### src/rtl/dbuf_pwm.sv
module dbuf_pwm #(
  parameter int DW         = 8,
  parameter int MIN_PERIOD = 2
) (
  input  logic          clk,
  input  logic          rst_n,
  input  logic          tick_en,
  input  logic          wr_en,
  input  logic [1:0]    addr,
  input  logic [DW-1:0] wr_data,
  output logic [DW-1:0] rd_data,
  output logic          pwm_out
);
  localparam int CW = 2 * DW;
  localparam logic [CW-1:0] PMIN = CW'(MIN_PERIOD);

  logic [CW-1:0] sh_per, sh_duty, act_per, act_duty, cnt;
  logic          pend;

  wire           wrap    = tick_en && (cnt == act_per - 1'b1);
  wire           hi_wr   = wr_en && (addr == 2'd3);
  wire [CW-1:0]  per_fix = (sh_per < PMIN) ? PMIN : sh_per;

  always_ff @(posedge clk) begin
    if (!rst_n) begin
      sh_per   <= '0;
      sh_duty  <= '0;
      act_per  <= PMIN;
      act_duty <= '0;
      cnt      <= '0;
      pend     <= 1'b0;
    end else begin
      if (wr_en) begin
        case (addr)
          2'd0: sh_per[DW-1:0]   <= wr_data;
          2'd1: sh_per[CW-1:DW]  <= wr_data;
          2'd2: sh_duty[DW-1:0]  <= wr_data;
          2'd3: sh_duty[CW-1:DW] <= wr_data;
          default: ;
        endcase
      end
      if (tick_en) cnt <= wrap ? '0 : cnt + 1'b1;
      if (wrap && pend) begin
        act_per  <= per_fix;
        act_duty <= sh_duty;
        pend     <= 1'b0;
      end
      if (hi_wr) pend <= 1'b1;
    end
  end

  always_comb begin
    case (addr)
      2'd0:    rd_data = sh_per[DW-1:0];
      2'd1:    rd_data = sh_per[CW-1:DW];
      2'd2:    rd_data = sh_duty[DW-1:0];
      default: rd_data = sh_duty[CW-1:DW];
    endcase
  end

  assign pwm_out = (cnt < act_duty);

  assert_min_period_R8: assert property (@(posedge clk) disable iff (!rst_n)
    act_per >= PMIN);

  assert_cnt_in_range_R2: assert property (@(posedge clk) disable iff (!rst_n)
    cnt < act_per);

  assert_hold_in_cycle_R10: assert property (@(posedge clk) disable iff (!rst_n)
    !wrap |=> ($stable(act_per) && $stable(act_duty)));

  assert_arm_commit_R7: assert property (@(posedge clk) disable iff (!rst_n)
    hi_wr |=> pend);

  assert_shadow_only_R6: assert property (@(posedge clk) disable iff (!rst_n)
    (wr_en && addr != 2'd3 && !pend) |=> ($stable(act_per) && $stable(act_duty)));

  assert_zero_low_R4: assert property (@(posedge clk) disable iff (!rst_n)
    (act_duty == '0) |-> !pwm_out);

  assert_full_high_R5: assert property (@(posedge clk) disable iff (!rst_n)
    (act_duty >= act_per) |-> pwm_out);
endmodule

### config.mk
export PLATFORM = sky130hd
export DESIGN_NAME = dbuf_pwm
export DESIGN_NICKNAME = d
export VERILOG_FILES = /design/src/rtl/dbuf_pwm.sv
export SDC_FILE = /design/constraint.sdc
export NUM_CORES = 1
export LEC_CHECK = 0
export ABC_AREA = 1
export BUFFER_PORTS_ARGS = -buffer_cell sky130_fd_sc_hd__clkbuf_2
export CAP_MARGIN = 30
export CORE_MARGIN = 1
export CORE_UTILIZATION = 50
export CTS_BUF_LIST = sky130_fd_sc_hd__clkbuf_2
export CTS_CLUSTER_DIAMETER = 120
export DETAILED_ROUTE_END_ITERATION = 12
export PLACE_DENSITY_LB_ADDON = 0.15
export RECOVER_POWER = 100
export SLEW_MARGIN = 30
export SYNTH_ARGS = -nofsm -noshare
export SYNTH_HDL_FRONTEND = slang
export SYNTH_SLANG_ARGS = --single-unit
### constraint.sdc
create_clock -name clk -period 2.16 [get_ports clk]
set_clock_uncertainty 0.15 [all_clocks]
set_input_delay 0.108 -clock clk [delete_from_list [all_inputs] [get_ports clk]]
set_output_delay 0.108 -clock clk [all_outputs]
set_load 0.01 [all_outputs]
# --- After elaboration in Yosys (flattened, before gate mapping) ---
# Index checks and enable logic that the tools add are counted.
totals:
  register_bits: 81
  output_inout_bits: 9
  elab_cells: 30
classes:
  n_addsub: 2
  n_lt_le_gt_ge: 2
  n_eq_ne: 4
  n_mux: 5
  n_reduce_logical: 9
ops:
  columns: ["op", "n"]
  rows:
  - ["16-bit two-way mux", 2]
  - ["8-bit one-hot mux with 3 select lines", 1]
  - ["16-bit by 1-bit adder with 16-bit output (second input constant)", 1]
  - ["16-bit == test", 1]
  - ["16-bit less-than comparator", 1]
  - ["16-bit by 2-bit less-than comparator with 1-bit output (second input constant)", 1]
  - ["16-bit by 1-bit subtractor with 16-bit output (second input constant)", 1]
  - ["2-bit AND reduction", 4]
  - ["2-bit == test (second input constant)", 2]
  - ["1-bit logical AND", 3]
  - ["2-bit by 1-bit == test with 1-bit output (second input constant)", 1]
  - ["2-bit zero test", 1]
  - ["1-bit two-way mux", 2]
  - ["2-bit nonzero test", 1]

# --- Logic depth before layout (Yosys ltp) ---
# Gate-level depths: netlist of run 1.
logic_depth:
  ltp_word: 6
  depth_mapped: 16
  ltp_nobuf: 16

# --- Least setup slack after synthesis of run 1 ---
# No wires, ideal clock.
synth_path:
  path_type: "reg2reg"
  from: "register act_per[0]"
  to: "register act_per[1]"
  setup_time_ns: 0.130
  arrival_ns: 1.840
  required_time_ns: 1.880
  slack_ns: 0.040
  stages_incl_launch_ff: 14
  n_path_buf: 2
  synth_period_minus_slack_ns: 2.120
  path_cell_list: "dfxtp_1 -> inv_1 -> ha_1 -> nand2_2 -> nor2_1 -> nand2_1 -> xor2_1 -> inv_1 -> nor2_1 -> nand4_2 -> buf_6 -> buf_6 -> nand2_1 -> nand3_1"
synth_between:
  elab_chain_len: 4
synth_rtl:
  columns: ["element", "line_no", "rtl"]
  rows:
  - ["start: declaration", "17", "logic [CW-1:0] sh_per, sh_duty, act_per, act_duty, cnt;"]
  - ["start signal: assignment", "44", "act_per <= per_fix;"]
  - ["16-bit by 1-bit subtractor with 16-bit output", "20", "wire wrap = tick_en && (cnt == act_per - 1'b1);"]
  - ["16-bit == test", "20", null]
  - ["1-bit logical AND", "20", null]
  - ["1-bit logical AND", "43", "if (wrap && pend) begin"]
# Every way passes these cells.
# A chain may end at the register's enable or synchronous reset.

# --- Final worst setup path of run 1 ---
layout_path:
  from: "register cnt[3]"
  to: "output port pwm_out"
layout_between:
  elab_chain_len: 1
layout_rtl:
  columns: ["element", "line_no", "rtl"]
  rows:
  - ["start: declaration", "17", null]
  - ["start signal: assignment", "42", "if (tick_en) cnt <= wrap ? '0 : cnt + 1'b1;"]
  - ["16-bit less-than comparator", "61", "assign pwm_out = (cnt < act_duty);"]
  - ["end: declaration", "12", "output logic pwm_out"]
# Every way passes these cells.

==> impl_metrics.py, run 1 <==
metrics = {
    "timing": {
        "fin_crit_ns": 2.44,
        "worst_slack_ns": -0.277,
        "rsz0062_at_grt": "true",
        "relSlewSlack": 0.362,
        "max_freq_mhz": 410,
        "finalSetupViolCount": 46,
        "worst_pin_slew_ns": 0.956,
        "fin_crit_sh": 1.13,
        "drv_slew": 0,
        "tns_ns": -6.25,
        "final_hold_viol_count": 0,
    },
    "global_routing": {
        "antenna_found_initial": 0,
        "grt_max_degree": 48,
        "grt_usage": 0.293,
        "grt_pass1_vias": 4656,
        "grt_remaining_overflow": 0,
        "grt_pass1_wl_mm": 22.0,
    },
    "synthesis": {
        "avgSynthCellArea_um2": 6.53,
        "synth_cells": 693,
        "yosysWarningCount": 0,
        "synth-seq-cells": 81,
        "seq_area_frac_synth": 0.358,
        "async_flop_share": 0,
        "netlist_area_mm2": 0.00452,
        "synth_nets": 724,
        "synth_cell_type_count": 36,
        "synth-edff-count": 0,
        "ys.flop_type": "dfxtp_1",
    },
    "clock_network": {
        "htree_num_levels": 3,
        "cts.sinks": 81,
        "cts_buffers": 9,
        "clk_latency_ns": 0.53,
        "cts.clk_slew.worst_paths_ns": 0.23,
        "cts-root-buf": "clkbuf_2",
        "cts_tree": "built",
        "clock_path_buffers": 2,
    },
    "worst_setup_path": {
        "critPathKind": "flop to primary output",
        "arrival_ns": 2.18,
        "endpoint": "pwm_out",
        "cp-startpoint": "cnt[3]$_SDFFE_PN0P_",
        "rr_endpoint": "act_duty[3]$_SDFFE_PN0P_",
        "crit_fanout": 4,
        "r2r_start": "act_per[0]$_SDFFE_PN0P_",
        "cp.required_ns": 1.90,
        "rr_worst_depth": 14,
        "start_kind": "flop",
        "cp-end-kind": "primary output",
        "reg2reg_slack_ns": -0.19,
    },
    "hold_path": {
        "hold_depth": 3,
        "worst_hold_path_type": "input port to flop",
        "worstHoldStart": "addr[0]",
    },
    "layout": {
        "stdcell_count": 909,
        "final_cell_mix": "nand2_1 (104), inv_1 (94), nor2_1 (82)",
        "final_common_cell": "nand2_1",
        "areaGrowthSynthToFinish_pct": 37.8,
        "final_nets": 827,
        "n_antenna_cell": 0,
        "finalInstanceArea_mm2": 0.00623,
        "postLayoutCoreUtil": 0.715,
        "drive_gt1_frac": 0.320,
    },
    "die": {
        "rows": 34,
        "die_h_um": 97.1,
        "core-area_mm2": 0.00872,
        "die_area_mm2": 0.00943,
        "fp.dieW_um": 97.1,
        "ioPinCount": 23,
        "start_util": 0.519,
    },
    "placed_design": {
        "dpl_cell_area_mm2": 0.00514,
        "place_congestion": 0.861,
        "placedCellCount": 859,
        "dp_hpwl_mm": 9.59,
        "portBuffers": 22,
    },
    "routing": {
        "viasPerCell": 5.30,
        "wire_per_inst_um": 15.0,
        "totalWireLength_mm": 13.6,
        "drtIter0Drc": 253,
        "drc": 0,
        "vias": 4820,
        "ant_nets": 0,
        "drtPass1Iterations": 5,
    },
    "power_and_ir_drop": {
        "p_per_area_mw_per_mm2": 455,
        "p_leak_uw": 0.00291,
        "total_power_uw": 2840,
        "peakVddDrop_uv": 312,
    },
    "status": {
        "violations": "setup timing",
        "status": "finished, violations left",
    },
    "run": {
        "cap_violations": 0,
    },
}
-- stage by stage --
step / setup WS (ns) / hold WS, ns
finish: -0.277 / 0.0976
global route: -0.412 / 0.144
CTS: -0.255 / 0.0869
detailed placement: -0.311 / 0.305
global placement: -0.318 / 0.285
floorplan: 0.0399 / 0.124
-- worst min-delay path by stage --
| stage | slack, ns | to |
|---|---|---|
| finish | 0.1 | sh_per[9]$_SDFFE_PN0P_ |
| CTS | 0.09 | sh_per[8]$_SDFFE_PN0P_ |
| detailed placement | 0.30 | sh_duty[2]$_SDFFE_PN0P_ |
| global route | 0.14 | sh_per[9]$_SDFFE_PN0P_ |
| floorplan | 0.12 | sh_duty[1]$_SDFFE_PN0P_ |
| global placement | 0.29 | sh_per[0]$_SDFFE_PN0P_ |
-- area by class of cell --
cell class / instances / area (µm²)
multi-input combinational: 490 / 2980
fill: 697 / 2490
sequential: 81 / 1640
timing repair buffer: 109 / 992
inverter: 105 / 397
tap: 108 / 135
clock buffer: 10 / 50.0
clock inverter: 6 / 45.0
-- layer usage --
layer,up-vias,track usage,part of all wire
li1,2420,-,-
met1,2233,0.362,0.43
met2,137,0.512,0.51
met3,30,0.0288,0.039
met4,0,0.138,0.025
met5,-,0,0
-- synth_stat cells (3+ instances only) --
cell type,number,area share
o21ai_0,44,0.049
clkbuf_1,12,0.010
xor2_1,5,0.0097
buf_2,3,0.0033
nand2_1,161,0.13
nand3b_1,6,0.010
nand4_1,9,0.012
a221oi_1,3,0.0058
xnor2_1,8,0.015
nor2_2,15,0.021
a21oi_1,44,0.049
ha_1,17,0.047
nor4_1,3,0.0041
nor2_1,102,0.085
nor3_1,4,0.0044
dfxtp_1,81,0.36
nand2_2,3,0.0041
nand3_1,44,0.049
inv_1,105,0.087
o22ai_1,5,0.0069
-- critical path, stage by stage (launching register included) --
cell     delay (ns)
dfxtp_2        0.38
buf_4          0.15
ha_1           0.30
a21oi_2        0.15
nand2_1        0.07
a31oi_2        0.22
o21ai_2        0.12
a21oi_2        0.13
buf_2          0.13
-- power by group --
part	switching [µW]	internal, µW	total, µW
combinational	315	226	541
clock	551	157	708
sequential	46.3	1540	1590
-- registers in the layout (all words and copies together), names as in the netlist --
name / count
act_duty: 16
cnt: 16
sh_duty: 16
pend: 1
sh_per: 16
act_per: 16
-- repair_timing --
item,CTS,global route
resized for setup,95,96
endpoints found under the setup margin,50,50
endpoints found under the hold margin,55,0
hold buffers,14,0
cloned,5,1
buffers inserted,7,9
pin swaps,26,58
-- cells by family after synthesis --
logic type / share of synthesized area
xor gates and xnor gates: 0.0252
DFF: 0.358
and+or+nand+nor: 0.335
AOI/OAI and AO/OA: 0.128
buffers and inverters: 0.106
adders and majority gates: 0.0470
(Power assumes the default switching activity.)
==> run 2, diff against run 1 <==
--- a/config.mk
+++ b/config.mk
@@ -15,6 +15,7 @@
 export DETAILED_ROUTE_END_ITERATION = 12
 export PLACE_DENSITY_LB_ADDON = 0.15
 export RECOVER_POWER = 100
+export SKIP_CTS_REPAIR_TIMING = 1
 export SLEW_MARGIN = 30
 export SYNTH_ARGS = -nofsm -noshare
 export SYNTH_HDL_FRONTEND = slang
==> run 2 against run 1 <==
The flow still finishes with violations (setup timing). Fmax hardly changed. Utilization is 1.8 points lower. Die area stayed put. Combinational power fell by 3.7%. Register-to-register slack got worse by 0.07 ns. First-iteration DRC count is 6.3% lower. Wire length decreased by 0.98%. Clock power down 0.8%. Non-clock buffer count down 10. Critical path type unchanged.
==> impl_metrics.py, run 2 (synthesis results as in run 1) <==
metrics = {
    "clock_network": {
        "cts_buffers": 9,
        "cts.clk_slew.worst_paths_ns": 0.22,
        "htree_num_levels": 3,
        "cts-root-buf": "clkbuf_2",
        "cts.sinks": 81,
        "clk_latency_ns": 0.52,
        "clock_path_buffers": 2,
        "cts_tree": "built",
    },
    "timing": {
        "tns_ns": -8.90,
        "fin_crit_ns": 2.44,
        "rsz0062_at_grt": "true",
        "whs_ns": 0.00747,
        "worst_slack_ns": -0.277,
        "finalSetupViolCount": 43,
        "final_hold_viol_count": 0,
        "relSlewSlack": 0.321,
        "fin_crit_sh": 1.13,
        "max_freq_mhz": 410,
        "drv_slew": 0,
        "worst_pin_slew_ns": 1.02,
    },
    "worst_setup_path": {
        "start_kind": "flop",
        "cp-end-kind": "primary output",
        "cp.required_ns": 1.90,
        "critPathKind": "flop to primary output",
        "crit_fanout": 4,
        "critPathSlowestCell": "dfxtp_2",
        "critical_path.cell_chain": "buf_4 -> ha_1 -> a21oi_1 -> nand2_1 -> a31oi_2 -> o21ai_2 -> a21oi_2 -> buf_2",
        "critPathMaxStageDelay_ns": 0.38,
        "arrival_ns": 2.18,
    },
    "hold_path": {
        "worst_hold_path_type": "input port to flop",
    },
    "layout": {
        "finalInstanceArea_mm2": 0.00607,
        "n_antenna_cell": 0,
        "areaGrowthSynthToFinish_pct": 34.3,
        "final_nets": 817,
        "final_common_cell": "nand2_1",
        "final-seq-area_mm2": 0.00163,
        "layout.filler_cells": 737,
        "final_cell_mix": "nand2_1 (108), inv_1 (99), nor2_1 (81)",
        "multi_input_area_mm2": 0.00292,
        "drive_gt1_frac": 0.296,
        "postLayoutCoreUtil": 0.697,
    },
    "routing": {
        "drtIter0Drc": 237,
        "drc": 0,
        "vias": 4711,
        "wire_per_inst_um": 15.0,
        "totalWireLength_mm": 13.5,
        "ant_nets": 0,
        "viasPerCell": 5.24,
        "drtPass1Iterations": 5,
    },
    "die": {
        "rows": 34,
        "die_area_mm2": 0.00943,
        "ioPinCount": 23,
        "core-area_mm2": 0.00872,
        "fp.dieW_um": 97.1,
        "start_util": 0.519,
        "die_h_um": 97.1,
    },
    "power_and_ir_drop": {
        "p_leak_uw": 0.00285,
        "p_sw_frac": 0.320,
        "peakVddDrop_uv": 363,
        "power.internal_uw": 1910,
        "p_seq_frac": 0.565,
        "comb_power_share": 0.185,
        "power.switching_uw": 900,
        "p_per_area_mw_per_mm2": 463,
        "clkPwrFrac": 0.250,
    },
    "placed_design": {
        "place_congestion": 0.861,
        "portBuffers": 22,
        "dp_hpwl_mm": 9.59,
        "dpl_cell_area_mm2": 0.00514,
    },
    "status": {
        "status": "finished, violations left",
        "violations": "setup timing",
    },
    "global_routing": {
        "grt_pass1_vias": 4282,
        "grt_usage": 0.269,
        "grt_max_degree": 48,
        "antenna_found_initial": 0,
        "grt_remaining_overflow": 0,
        "grt_pass1_wl_mm": 20.2,
    },
    "run": {
        "cap_violations": 0,
    },
}
==> run 2: routing by layer <==
layer	vias to the layer above	share of wire	routed length, µm	global-route usage
met5	-	0	0	0
met4	0	0.029	393	0.0987
met3	29	0.035	479	0.0230
met2	110	0.50	6810	0.476
met1	2175	0.43	5820	0.341
li1	2397	-	-	-
==> run 2: final timing paths <==
check | slack [ns] | cells past startpoint | endpoint | start
worst max register to register | -0.26 | 15 | act_duty[15]$_SDFFE_PN0P_ | act_per[0]$_SDFFE_PN0P_
worst max-delay path | -0.28 | 8 | pwm_out | cnt[3]$_SDFFE_PN0P_
worst min register to register | 0.35 | 2 | sh_duty[10]$_SDFFE_PN0P_ | sh_duty[10]$_SDFFE_PN0P_
worst min-delay path | 0.007 | 3 | sh_per[1]$_SDFFE_PN0P_ | wr_en
==> run 2: area by class of cell <==
class                   instances  share of cell area
repair buffers                 99               0.148
flip-flops and latches         81               0.269
inverters                     105              0.0649
well taps                     108              0.0222
clock inverters                 6             0.00742
clock buffers                  10             0.00824
multi-input cells             490               0.480
==> run 2: metrics by stage <==
| step | power (µW) | std cells | setup WS (ns) |
|---|---|---|---|
| floorplan | 1850 | 693 | 0.0399 |
| global route | 2940 | 899 | -0.427 |
| CTS | 2680 | 875 | -0.462 |
| global placement | 2000 | 859 | -0.318 |
| detailed placement | 2010 | 859 | -0.311 |
| finish | 2810 | 899 | -0.277 |
==> run 2: worst max-delay path: cells and delay by family, from the launching register on <==
family	cells	cell delay [ns]
AOI/OAI and AO/OA	4	0.62
adders and majority gates	1	0.29
buffers and inverters	2	0.28
DFF	1	0.38
and+or+nand+nor	1	0.08
==> run 2: power by group through the flow <==
stage / clock [µW] / combinational [µW] / sequential, µW
finish: 702 / 521 / 1590
detailed placement: 0 / 394 / 1610
floorplan: 0 / 246 / 1600
global route: 776 / 571 / 1600
CTS: 700 / 396 / 1580
global placement: 0 / 385 / 1610
